[src/rtl/frb_pkg.sv]
package frb_pkg;
  typedef enum logic [1:0] {
    POL_DROP_NEW    = 2'd0,
    POL_KEEP_LATEST = 2'd1,
    POL_THROTTLE    = 2'd2
  } policy_e;

  typedef enum logic [1:0] {
    ADM_STORE       = 2'd0,
    ADM_STORE_EVICT = 2'd1,
    ADM_DROP        = 2'd2,
    ADM_OVERRUN     = 2'd3
  } admit_e;
endpackage

[src/rtl/frb_admit.sv]
// Start-of-frame admission decision and producer throttle.
module frb_admit
  import frb_pkg::*;
#(
  parameter int SLOTS = 4,
  localparam int CW = $clog2(SLOTS + 1)
) (
  input  logic [1:0]    policy,
  input  logic [CW-1:0] near_lvl,
  input  logic [CW-1:0] occ,
  input  logic          capture,
  input  logic          can_evict,
  output logic          throttle,
  output admit_e        verdict
);
  logic full, near, pol_thr, pol_keep, pol_drop;

  always_comb begin
    full     = (occ == CW'(SLOTS));
    near     = (occ >= near_lvl);
    pol_thr  = (policy == POL_THROTTLE);
    pol_keep = (policy == POL_KEEP_LATEST);
    pol_drop = !pol_thr && !pol_keep;
    throttle = full || (pol_thr && near);
    if ((pol_thr && near) || (full && capture))
      verdict = ADM_OVERRUN;
    else if (full)
      verdict = ADM_DROP;
    else if (near && !capture && pol_drop)
      verdict = ADM_DROP;
    else if (near && !capture && pol_keep && can_evict)
      verdict = ADM_STORE_EVICT;
    else
      verdict = ADM_STORE;
  end
endmodule

[src/rtl/frb_store.sv]
// Slot storage: pixel words plus per-slot header (tags, flag, length).
module frb_store #(
  parameter int DATA_W     = 8,
  parameter int SLOTS      = 4,
  parameter int SLOT_WORDS = 8,
  parameter int SEQ_W      = 8,
  parameter int TS_W       = 16,
  localparam int SW = $clog2(SLOTS),
  localparam int WW = $clog2(SLOT_WORDS),
  localparam int LW = $clog2(SLOT_WORDS + 1),
  localparam int AW = $clog2(SLOTS * SLOT_WORDS)
) (
  input  logic              clk,
  input  logic              wr_en,
  input  logic [SW-1:0]     wr_slot,
  input  logic [WW-1:0]     wr_addr,
  input  logic [DATA_W-1:0] wr_data,
  input  logic [LW-1:0]     wr_len,
  input  logic              hdr_we,
  input  logic [SEQ_W-1:0]  hdr_seq,
  input  logic [TS_W-1:0]   hdr_ts,
  input  logic              hdr_cap,
  input  logic [SW-1:0]     rd_slot,
  input  logic [WW-1:0]     rd_addr,
  output logic [DATA_W-1:0] rd_data,
  output logic [SEQ_W-1:0]  rd_seq,
  output logic [TS_W-1:0]   rd_ts,
  output logic              rd_cap,
  output logic [LW-1:0]     rd_len
);
  logic [DATA_W-1:0] mem   [SLOTS*SLOT_WORDS];
  logic [SEQ_W-1:0]  seq_q [SLOTS];
  logic [TS_W-1:0]   ts_q  [SLOTS];
  logic              cap_q [SLOTS];
  logic [LW-1:0]     len_q [SLOTS];
  logic [AW-1:0]     wa, ra;

  always_comb begin
    wa = AW'(wr_slot) * AW'(SLOT_WORDS) + AW'(wr_addr);
    ra = AW'(rd_slot) * AW'(SLOT_WORDS) + AW'(rd_addr);
  end

  always_ff @(posedge clk) begin
    if (wr_en) mem[wa] <= wr_data;
  end

  always_ff @(posedge clk) begin
    for (int s = 0; s < SLOTS; s++) begin
      if (wr_en && wr_slot == SW'(s)) len_q[s] <= wr_len;
      if (hdr_we && wr_slot == SW'(s)) begin
        seq_q[s] <= hdr_seq;
        ts_q[s]  <= hdr_ts;
        cap_q[s] <= hdr_cap;
      end
    end
  end

  assign rd_data = mem[ra];
  assign rd_seq  = seq_q[rd_slot];
  assign rd_ts   = ts_q[rd_slot];
  assign rd_cap  = cap_q[rd_slot];
  assign rd_len  = len_q[rd_slot];
endmodule

[src/rtl/frb_stats.sv]
// Saturating loss counters with longest-run tracking.
module frb_stats #(
  parameter int CNT_W = 8
) (
  input  logic             clk,
  input  logic             rst_n,
  input  logic [1:0]       drop_inc,
  input  logic             ovr_inc,
  input  logic             commit,
  output logic [CNT_W-1:0] drop_cnt,
  output logic [CNT_W-1:0] max_run,
  output logic [CNT_W-1:0] ovr_cnt
);
  localparam logic [CNT_W:0] CMAX = {1'b0, {CNT_W{1'b1}}};

  logic [CNT_W-1:0] drop_q, run_q, max_q, ovr_q;
  logic [CNT_W-1:0] drop_d, run_d, max_d, ovr_d, run_try;
  logic             upd;

  function automatic logic [CNT_W-1:0] sat_add(input logic [CNT_W-1:0] a,
                                               input logic [1:0] b);
    logic [CNT_W:0] s;
    s = {1'b0, a} + (CNT_W+1)'(b);
    return (s > CMAX) ? {CNT_W{1'b1}} : s[CNT_W-1:0];
  endfunction

  always_comb begin
    run_try = sat_add(run_q, drop_inc);
    drop_d  = sat_add(drop_q, drop_inc);
    ovr_d   = sat_add(ovr_q, {1'b0, ovr_inc});
    max_d   = (run_try > max_q) ? run_try : max_q;
    run_d   = commit ? '0 : run_try;
    upd     = (drop_inc != 2'd0) || ovr_inc || commit;
  end

  always_ff @(posedge clk or negedge rst_n) begin
    if (!rst_n) begin
      drop_q <= '0;
      run_q  <= '0;
      max_q  <= '0;
      ovr_q  <= '0;
    end else if (upd) begin
      drop_q <= drop_d;
      run_q  <= run_d;
      max_q  <= max_d;
      ovr_q  <= ovr_d;
    end
  end

  assign drop_cnt = drop_q;
  assign max_run  = max_q;
  assign ovr_cnt  = ovr_q;
endmodule

[src/rtl/frame_ring_buf.sv]
// Slot ring of whole frames with tags, near-full policy and loss counters.
module frame_ring_buf
  import frb_pkg::*;
#(
  parameter int DATA_W     = 8,
  parameter int SLOTS      = 4,
  parameter int SLOT_WORDS = 8,
  parameter int SEQ_W      = 8,
  parameter int TS_W       = 16,
  parameter int CNT_W      = 8,
  localparam int CW = $clog2(SLOTS + 1),
  localparam int SW = $clog2(SLOTS),
  localparam int WW = $clog2(SLOT_WORDS),
  localparam int LW = $clog2(SLOT_WORDS + 1)
) (
  input  logic              clk,
  input  logic              rst_n,
  input  logic [1:0]        cfg_policy,
  input  logic [CW-1:0]     cfg_near_lvl,
  input  logic              in_valid,
  input  logic              in_sof,
  input  logic              in_eof,
  input  logic              in_capture,
  input  logic [DATA_W-1:0] in_data,
  output logic              in_throttle,
  input  logic              out_ready,
  output logic              out_valid,
  output logic              out_sof,
  output logic              out_eof,
  output logic [DATA_W-1:0] out_data,
  output logic [SEQ_W-1:0]  out_seq,
  output logic [TS_W-1:0]   out_ts,
  output logic              out_capture,
  output logic [CNT_W-1:0]  drop_count,
  output logic [CNT_W-1:0]  drop_run_max,
  output logic [CNT_W-1:0]  overrun_count
);
  // reset: asserted asynchronously, released on the clock
  logic [1:0] rst_sync;
  logic       srst_n;
  always_ff @(posedge clk or negedge rst_n) begin
    if (!rst_n) rst_sync <= 2'b00;
    else        rst_sync <= {rst_sync[0], 1'b1};
  end
  assign srst_n = rst_sync[1];

  // state
  logic [CW-1:0]    occ, occ_d;
  logic [SW-1:0]    wr_ptr, wr_ptr_d, rd_ptr, rd_ptr_d;
  logic             wr_act, wr_act_d;
  logic [LW-1:0]    wr_len, wr_len_d;
  logic [WW-1:0]    rd_idx, rd_idx_d;
  logic [SEQ_W-1:0] seq, seq_d;
  logic [TS_W-1:0]  ts;

  // datapath
  admit_e           verdict;
  logic             hs, rd_last, sof_beat, keep_new, evict, abandon, commit;
  logic             can_evict, word_we, ovr_inc;
  logic [1:0]       drop_inc;
  logic [WW-1:0]    wr_addr;
  logic [LW-1:0]    rd_len;
  logic             oldest_cap;

  function automatic logic [SW-1:0] slot_inc(input logic [SW-1:0] p);
    return (p == SW'(SLOTS - 1)) ? '0 : p + 1'b1;
  endfunction

  frb_admit #(.SLOTS(SLOTS)) u_admit (
    .policy    (cfg_policy),
    .near_lvl  (cfg_near_lvl),
    .occ       (occ),
    .capture   (in_capture),
    .can_evict (can_evict),
    .throttle  (in_throttle),
    .verdict   (verdict)
  );

  always_comb begin
    out_valid = (occ != '0);
    hs        = out_valid && out_ready;
    rd_last   = (LW'(rd_idx) + LW'(1)) == rd_len;
    out_sof   = out_valid && (rd_idx == '0);
    out_eof   = out_valid && rd_last;
    can_evict = out_valid && (rd_idx == '0) && !hs && !oldest_cap;

    sof_beat  = in_valid && in_sof;
    keep_new  = sof_beat && (verdict == ADM_STORE || verdict == ADM_STORE_EVICT);
    evict     = sof_beat && (verdict == ADM_STORE_EVICT);
    abandon   = sof_beat && wr_act;
    ovr_inc   = sof_beat && (verdict == ADM_OVERRUN);
    drop_inc  = 2'(abandon) + 2'(evict)
              + 2'(sof_beat && (verdict == ADM_DROP || verdict == ADM_OVERRUN));

    word_we   = keep_new
              || (in_valid && !in_sof && wr_act && (wr_len < LW'(SLOT_WORDS)));
    wr_addr   = in_sof ? '0 : wr_len[WW-1:0];
    commit    = in_valid && in_eof && (keep_new || (!in_sof && wr_act));

    // next state
    if (sof_beat)                 wr_act_d = keep_new && !in_eof;
    else if (in_valid && in_eof)  wr_act_d = 1'b0;
    else                          wr_act_d = wr_act;
    if (sof_beat)                 wr_len_d = LW'(1);
    else if (word_we)             wr_len_d = wr_len + LW'(1);
    else                          wr_len_d = wr_len;

    wr_ptr_d = commit ? slot_inc(wr_ptr) : wr_ptr;
    rd_ptr_d = ((hs && rd_last) || evict) ? slot_inc(rd_ptr) : rd_ptr;
    rd_idx_d = hs ? (rd_last ? '0 : rd_idx + 1'b1) : rd_idx;
    occ_d    = occ + CW'(commit) - CW'(hs && rd_last) - CW'(evict);
    seq_d    = sof_beat ? seq + 1'b1 : seq;
  end

  always_ff @(posedge clk or negedge srst_n) begin
    if (!srst_n) begin
      occ    <= '0;
      wr_ptr <= '0;
      rd_ptr <= '0;
      wr_act <= 1'b0;
      wr_len <= '0;
      rd_idx <= '0;
      seq    <= '0;
      ts     <= '0;
    end else begin
      occ    <= occ_d;
      wr_ptr <= wr_ptr_d;
      rd_ptr <= rd_ptr_d;
      wr_act <= wr_act_d;
      wr_len <= wr_len_d;
      rd_idx <= rd_idx_d;
      seq    <= seq_d;
      ts     <= ts + 1'b1;
    end
  end

  frb_store #(
    .DATA_W(DATA_W), .SLOTS(SLOTS), .SLOT_WORDS(SLOT_WORDS),
    .SEQ_W(SEQ_W), .TS_W(TS_W)
  ) u_store (
    .clk     (clk),
    .wr_en   (word_we),
    .wr_slot (wr_ptr),
    .wr_addr (wr_addr),
    .wr_data (in_data),
    .wr_len  (wr_len_d),
    .hdr_we  (keep_new),
    .hdr_seq (seq),
    .hdr_ts  (ts),
    .hdr_cap (in_capture),
    .rd_slot (rd_ptr),
    .rd_addr (rd_idx),
    .rd_data (out_data),
    .rd_seq  (out_seq),
    .rd_ts   (out_ts),
    .rd_cap  (oldest_cap),
    .rd_len  (rd_len)
  );
  assign out_capture = oldest_cap;

  frb_stats #(.CNT_W(CNT_W)) u_stats (
    .clk      (clk),
    .rst_n    (srst_n),
    .drop_inc (drop_inc),
    .ovr_inc  (ovr_inc),
    .commit   (commit),
    .drop_cnt (drop_count),
    .max_run  (drop_run_max),
    .ovr_cnt  (overrun_count)
  );
endmodule

[config.mk]
export PLATFORM = sky130hd
export DESIGN_NAME = frame_ring_buf
export DESIGN_NICKNAME = d
export VERILOG_FILES = /design/src/rtl/frb_pkg.sv /design/src/rtl/frb_admit.sv /design/src/rtl/frb_store.sv /design/src/rtl/frb_stats.sv /design/src/rtl/frame_ring_buf.sv
export SDC_FILE = /design/constraint.sdc
export NUM_CORES = 1
export LEC_CHECK = 0
export BUFFER_PORTS_ARGS = -buffer_cell sky130_fd_sc_hd__buf_4
export CORE_MARGIN = 3
export CORE_UTILIZATION = 44
export DETAILED_ROUTE_END_ITERATION = 8
export MAX_ROUTING_LAYER = met4
export SYNTH_ARGS = -nofsm -noshare
export SYNTH_HDL_FRONTEND = slang
export SYNTH_SLANG_ARGS = --single-unit
[constraint.sdc]
create_clock -name clk -period 3.25 [get_ports clk]
set_clock_uncertainty 0.05 [all_clocks]
set_input_delay 0.65 -clock clk [delete_from_list [all_inputs] [get_ports clk]]
set_output_delay 0.65 -clock clk [all_outputs]
set_load 0.02 [all_outputs]
==> out/metrics.yaml, run 1 <==
synthesis.instances: 978
synth_top_area_cell: "edfxtp_1"
fin_crit_sh_pct: 147
rsz0062_at_grt: "yes"
core_um2: 40900
grtUsageTotal_pct: 18.6
powerDensity_nw_per_um2: 826
cts_tree: "yes"
area_growth_pct: 23.8
yosysTopAreaCellShare_pct: 61.1
n_fill_cell: 3170
cp.required_ps: 3660
slew-limit-headroom_pct: 34.7
hold_class: "input pin to flip-flop"
gp_congestion: 0.771
root_buffer: "clkbuf_16"
antenna_left: 0
diodes: 0
final_cell_mix: "edfxtp_1, buf_4, mux4_2"
die_x_um: 210
maxSlewViolCount: 0
setup_viol: 34
critPathLaunchType: "input pin"
p_sw_share_pct: 29.5
grt_pass1_wl_um: 59700
worst_slack_ps: -1530
cts_sinks: 445
rows: 74
cts_max_path_buffers: 3
start_util_pct: 44.7
vias_per_cell: 5.39
postSynth.asyncResetShare_pct: 16.4
drc: 0
dp.cells: 1648
drv_cap: 0
placed_cell_area_um2: 20300
drtPass1Iterations: 5
clk_latency_ps: 580
ys_ff_latch: 445
fin_nets: 1249
power_frac_comb_pct: 34.2
p_seq_share_pct: 36.8
fin_cells: 1762
synth_fp_nets: 1035
fmax_ghz: 0.209
tns_ps: -23740
grt_max_degree: 72
p_int_w: 0.0132
final_common_cell: "edfxtp_1"
vias: 9504
synth_area_um2: 18300
antenna_found_initial: 0
synth_cell_types: 51
p_sw_w: 0.00551
post-route-min-period_ps: 4780
synth_area_leaders: "edfxtp_1, mux4_2, dfrtp_1, ha_1, mux2_2"
cts_made_buffers: 46
layout-drive-gt1-share_pct: 36.7
dp_hpwl_um: 23100
gr-total-overflow: 0
crit_path_max_fanout: 8
worst-setup-path-type: "input pin to flip-flop"
grt_pass1_vias: 9833
p_leak_nw: 8.26
violations: "setup timing"
synth-main-ff-cell: "edfxtp_1"
ys_seq_area_share_pct: 71.1
clkTransAtPathRegs_ps: 60
setup.worst_path.end_class: "flip-flop"
finalHoldViolations: 0
avgSynthCellArea_um2: 18.7
dieArea_um2: 44000
fp.dieH_um: 210
wl_per_cell_um: 22.2
htreeDepth: 2
drt_iter0_markers: 763
routed_wl_um: 39100
fin_area_um2: 22600
max_slew.worst_pin.slew_ps: 980
yosys_warnings: 0
worst_ep_arrival_time_ps: 5190
outcome: "finished with violations"
ioPinCount: 81
clock_power_share_pct: 29.0
port_buffers: 80
synth_edf_count: 372
max-vdd-ir-drop_v: 0.000436
## layout make-up
type	count	area (um^2)	area share, %
repair buffers	202	1990	8.80
clock inverters	28	359	1.59
clock buffers	58	1220	5.37
well taps	532	666	2.94
inverters	37	144	0.636
flip-flops and latches	445	13000	57.5
multi-input cells	460	5250	23.2
## power by group through the flow
| stage | clock network [W] | logic, W | registers [W] |
|---|---|---|---|
| final | 0.00543 | 0.00639 | 0.00688 |
| after CTS | 0.00557 | 0.00642 | 0.00688 |
| after global placement | 0 | 0.00542 | 0.00697 |
| after global routing | 0.00580 | 0.00681 | 0.00692 |
| after detailed placement | 0 | 0.00545 | 0.00699 |
| after floorplan | 0 | 0.00352 | 0.00695 |
## logic make-up after synthesis
logic type	share of synthesized area (%)
flops	71.1
simple gates	5.10
mux	15.9
buf+inv	1.55
compound gates	2.11
fa+ha+maj	2.70
xor+xnor	1.53
other cells	0.0205
## what timing repair did
action,4_1_cts,5_1_grt
resized for setup,60,18
hold buffers,1,0
setup endpoints to repair,60,43
setup buffers,14,7
endpoints found under the hold margin,2,0
pin swaps,10,5
cloned,9,1
## worst max-delay path, cell delays in order
cell and delay (ps):
buf_4 130, inv_6 50, ha_4 180, or4b_4 480, o41ai_2 350, a32oi_2 110
nor3_2 220, inv_2 80, fa_2 470, inv_2 90, ha_4 130, inv_2 40
fa_2 400, nor2_4 130, nand3_4 120, nand2b_1 130, inv_1 50, ha_1 170
nor2b_1 130, o21a_1 140, o21a_1 120, o21bai_1 70, a221o_1 300, buf_6 160
mux2_4 300
## flip-flops by register name, summed over array words and instances (netlist names), 8 cells and up
| name | count |
|---|---|
| u_stats.drop_cnt | 8 |
| ts | 16 |
| u_stats.max_run | 8 |
| u_store.len_q | 16 |
| u_stats.run_q | 8 |
| u_store.mem | 256 |
| u_stats.ovr_cnt | 8 |
| u_store.ts_q | 64 |
| seq | 8 |
| u_store.seq_q | 32 |
## cells in the mapped netlist (3+ instances only)
master,count
edfxtp_1,372
mux4_2,109
dfrtp_1,73
nand2_1,49
nor2_1,42
inv_1,37
ha_1,33
and2_1,24
xnor2_1,23
clkbuf_1,22
mux2_2,21
nand3_1,15
a21oi_1,14
nor2b_1,12
buf_1,11
nand2b_1,11
and3_1,9
mux2i_1,9
nor3_1,9
xor2_1,9
mux2_4,8
nand4_1,8
o21ai_0,8
a21o_1,4
fa_1,4
a21boi_0,3
a2bb2oi_1,3
nor3b_1,3
o21a_1,3
## layer usage
metal  global-route usage (%)  wire [um]  vias up
met5                        -          0        -
met4                     4.57        767        0
met3                     3.00       2170       58
met2                     28.4      18900      244
met1                     26.5      17200     4914
li1                         -          -     4288
## worst paths after layout
path	start	endpoint	slack, ps	depth (start not counted)
max in group asynchronous	rst_sync[1]	rd_idx[0]	1970	0
setup / recovery	cfg_policy[0]	u_stats.max_run[0]	-1530	25
min in group asynchronous	rst_n	rst_sync[1]	340	2
hold / removal	in_eof	wr_act	220	2
setup reg to reg	rd_ptr[0]	u_stats.max_run[0]	-1520	22
hold reg to reg	rst_sync[0]	rst_sync[1]	300	0
## metrics by stage
stage | util, % | setup slack, ps | hold slack, ps | power, W
floorplan | - | -1860 | 281 | 0.0105
global placement | 49.6 | -2110 | 290 | 0.0124
detailed placement | 49.6 | -2130 | 290 | 0.0124
CTS | 55.0 | -1550 | 173 | 0.0189
global route | 55.3 | -1700 | 207 | 0.0195
finish | 55.3 | -1530 | 218 | 0.0187
Note: power is estimated with default switching activity, not from simulation.
==> run 2: changes to the inputs <==
--- a/config.mk
+++ b/config.mk
@@ -10,6 +10,7 @@
 export CORE_UTILIZATION = 44
 export DETAILED_ROUTE_END_ITERATION = 8
 export MAX_ROUTING_LAYER = met4
+export RECOVER_POWER = 50
 export SYNTH_ARGS = -nofsm -noshare
 export SYNTH_HDL_FRONTEND = slang
 export SYNTH_SLANG_ARGS = --single-unit
==> run 2 against run 1 <==
The flow finishes with violations (capacitance limit, slew limit, setup timing). Global-route usage unchanged. Total power about the same. Worst setup slack about the same. Largest power group unchanged.
==> out/metrics.yaml, run 2 (synthesized netlist as in run 1, its figures left out) <==
outcome: "finished with violations"
violations: "capacitance limit, slew limit, setup timing"
post-route-min-period_ps: 4780
core_um2: 40900
path_common_cell: "inv_2"
drtPass1Iterations: 5
dp_hpwl_um: 23100
diodes: 0
gr-total-overflow: 0
final_common_cell: "edfxtp_1"
dieArea_um2: 44000
hold_depth: 2
drt_iter0_markers: 809
powerDensity_nw_per_um2: 828
fp.dieH_um: 210
rows: 74
layout-drive-gt1-share_pct: 35.8
routed_wl_um: 39000
slew-limit-headroom_pct: -10.0
finalHoldViolations: 0
cts_made_buffers: 46
grtUsageTotal_pct: 18.6
cp.required_ps: 3660
reg_top3: "u_store.mem (256), u_store.ts_q (64), u_store.seq_q (32)"
clkTransAtPathRegs_ps: 60
worst_ep_arrival_time_ps: 5190
p_leak_nw: 8.21
grt_pass1_wl_um: 59700
setup_viol: 34
dp.cells: 1648
vias_per_cell: 5.40
max-vdd-ir-drop_v: 0.000436
crit_path_max_fanout: 8
largest_register_ffs: 256
drc: 0
area_growth_pct: 23.6
fin_cells: 1762
cts_sinks: 445
reg2reg_depth: 22
gp_congestion: 0.771
ioPinCount: 81
rsz0062_at_grt: "yes"
worst-setup-path-type: "input pin to flip-flop"
clk_latency_ps: 580
vias: 9516
die_x_um: 210
final_cell_mix: "edfxtp_1, buf_4, mux4_2"
wl_per_cell_um: 22.1
holdWs_ps: 218
hold_class: "input pin to flip-flop"
worst_slack_ps: -1530
cts_max_path_buffers: 3
drv_cap: 7
fmax_ghz: 0.209
htreeDepth: 2
antenna_left: 0
critPathSlowestCell: "or4b_4"
max_slew.worst_pin.slew_ps: 1650
fin_crit_sh_pct: 147
cts_tree: "yes"
fin_nets: 1249
grt_max_degree: 72
root_buffer: "clkbuf_16"
maxSlewViolCount: 269
setup.worst_path.end_class: "flip-flop"
port_buffers: 80
start_util_pct: 44.7
cpPeakStageDelay_ps: 480
grt_pass1_vias: 9833
top_register: "u_store.mem"
critPathLaunchType: "input pin"
antenna_found_initial: 0
[run 2: critical path: cells and delay by family]
family / cells / cell delay (ps)
muxes: 1 / 300
and+or+nand+nor: 6 / 1210
adders and majority gates: 5 / 1350
AOI/OAI and AO/OA: 6 / 1090
buffers and inverters: 7 / 600
[run 2: what timing repair did]
| action | CTS | global route |
|---|---|---|
| buffers inserted | 14 | 7 |
| gates cloned | 9 | 1 |
| pin swaps | 10 | 5 |
| hold buffers | 1 | 0 |
| hold endpoints to repair | 2 | 0 |
| endpoints found under the setup margin | 60 | 43 |
| gates resized for setup | 60 | 18 |
[run 2: through the flow]
| stage | utilization (%) | total power (W) | setup TNS [ps] | cell area (um^2) | setup slack [ps] |
|---|---|---|---|---|---|
| 2_1_floorplan | - | 0.0105 | -27810 | 18400 | -1860 |
| 3_3_place_gp | 49.6 | 0.0124 | -45910 | 20300 | -2110 |
| 3_5_place_dp | 49.6 | 0.0124 | -46320 | 20300 | -2130 |
| 4_1_cts | 55.0 | 0.0189 | -24870 | 22500 | -1550 |
| 5_1_grt | 55.2 | 0.0195 | -29220 | 22600 | -1700 |
| 6_report | 55.2 | 0.0187 | -23770 | 22600 | -1530 |
[run 2: layout make-up]
cell class	instances	area [um^2]
Fill cell	3173	18300
Timing Repair Buffer	202	1950
Sequential cell	445	13000
Inverter	37	144
Clock buffer	58	1220
Tap cell	532	666
Multi-Input combinational cell	460	5250
Clock inverter	28	359
[run 2: final timing paths]
| check | start | slack, ps | to |
|---|---|---|---|
| max in group asynchronous | rst_sync[1] | 1300 | rd_idx[0] |
| setup / recovery | cfg_policy[0] | -1530 | u_stats.max_run[0] |
| setup reg to reg | rd_ptr[0] | -1520 | u_stats.max_run[0] |
| hold reg to reg | rst_sync[0] | 300 | rst_sync[1] |
| hold / removal | in_eof | 220 | wr_act |
| min in group asynchronous | rst_n | 330 | rst_sync[0] |
[run 2: routing by layer]
| metal | share of wire, % | up-vias | routed length (um) | track usage [%] |
|---|---|---|---|---|
| met5 | 0 | - | 0 | - |
| met4 | 2.0 | 0 | 768 | 4.57 |
| met3 | 5.0 | 59 | 1950 | 3.00 |
| met2 | 48 | 227 | 18900 | 28.4 |
| met1 | 45 | 4946 | 17400 | 26.5 |
| li1 | - | 4284 | - | - |
[run 2: report_power, final]
group          leakage, nW  internal, W  total [W]  switching [W]
clock network        0.771      0.00324    0.00543        0.00219
registers             4.33      0.00661    0.00688       0.000270
logic                 3.11      0.00334    0.00639        0.00305
total                 8.21       0.0132     0.0187        0.00551
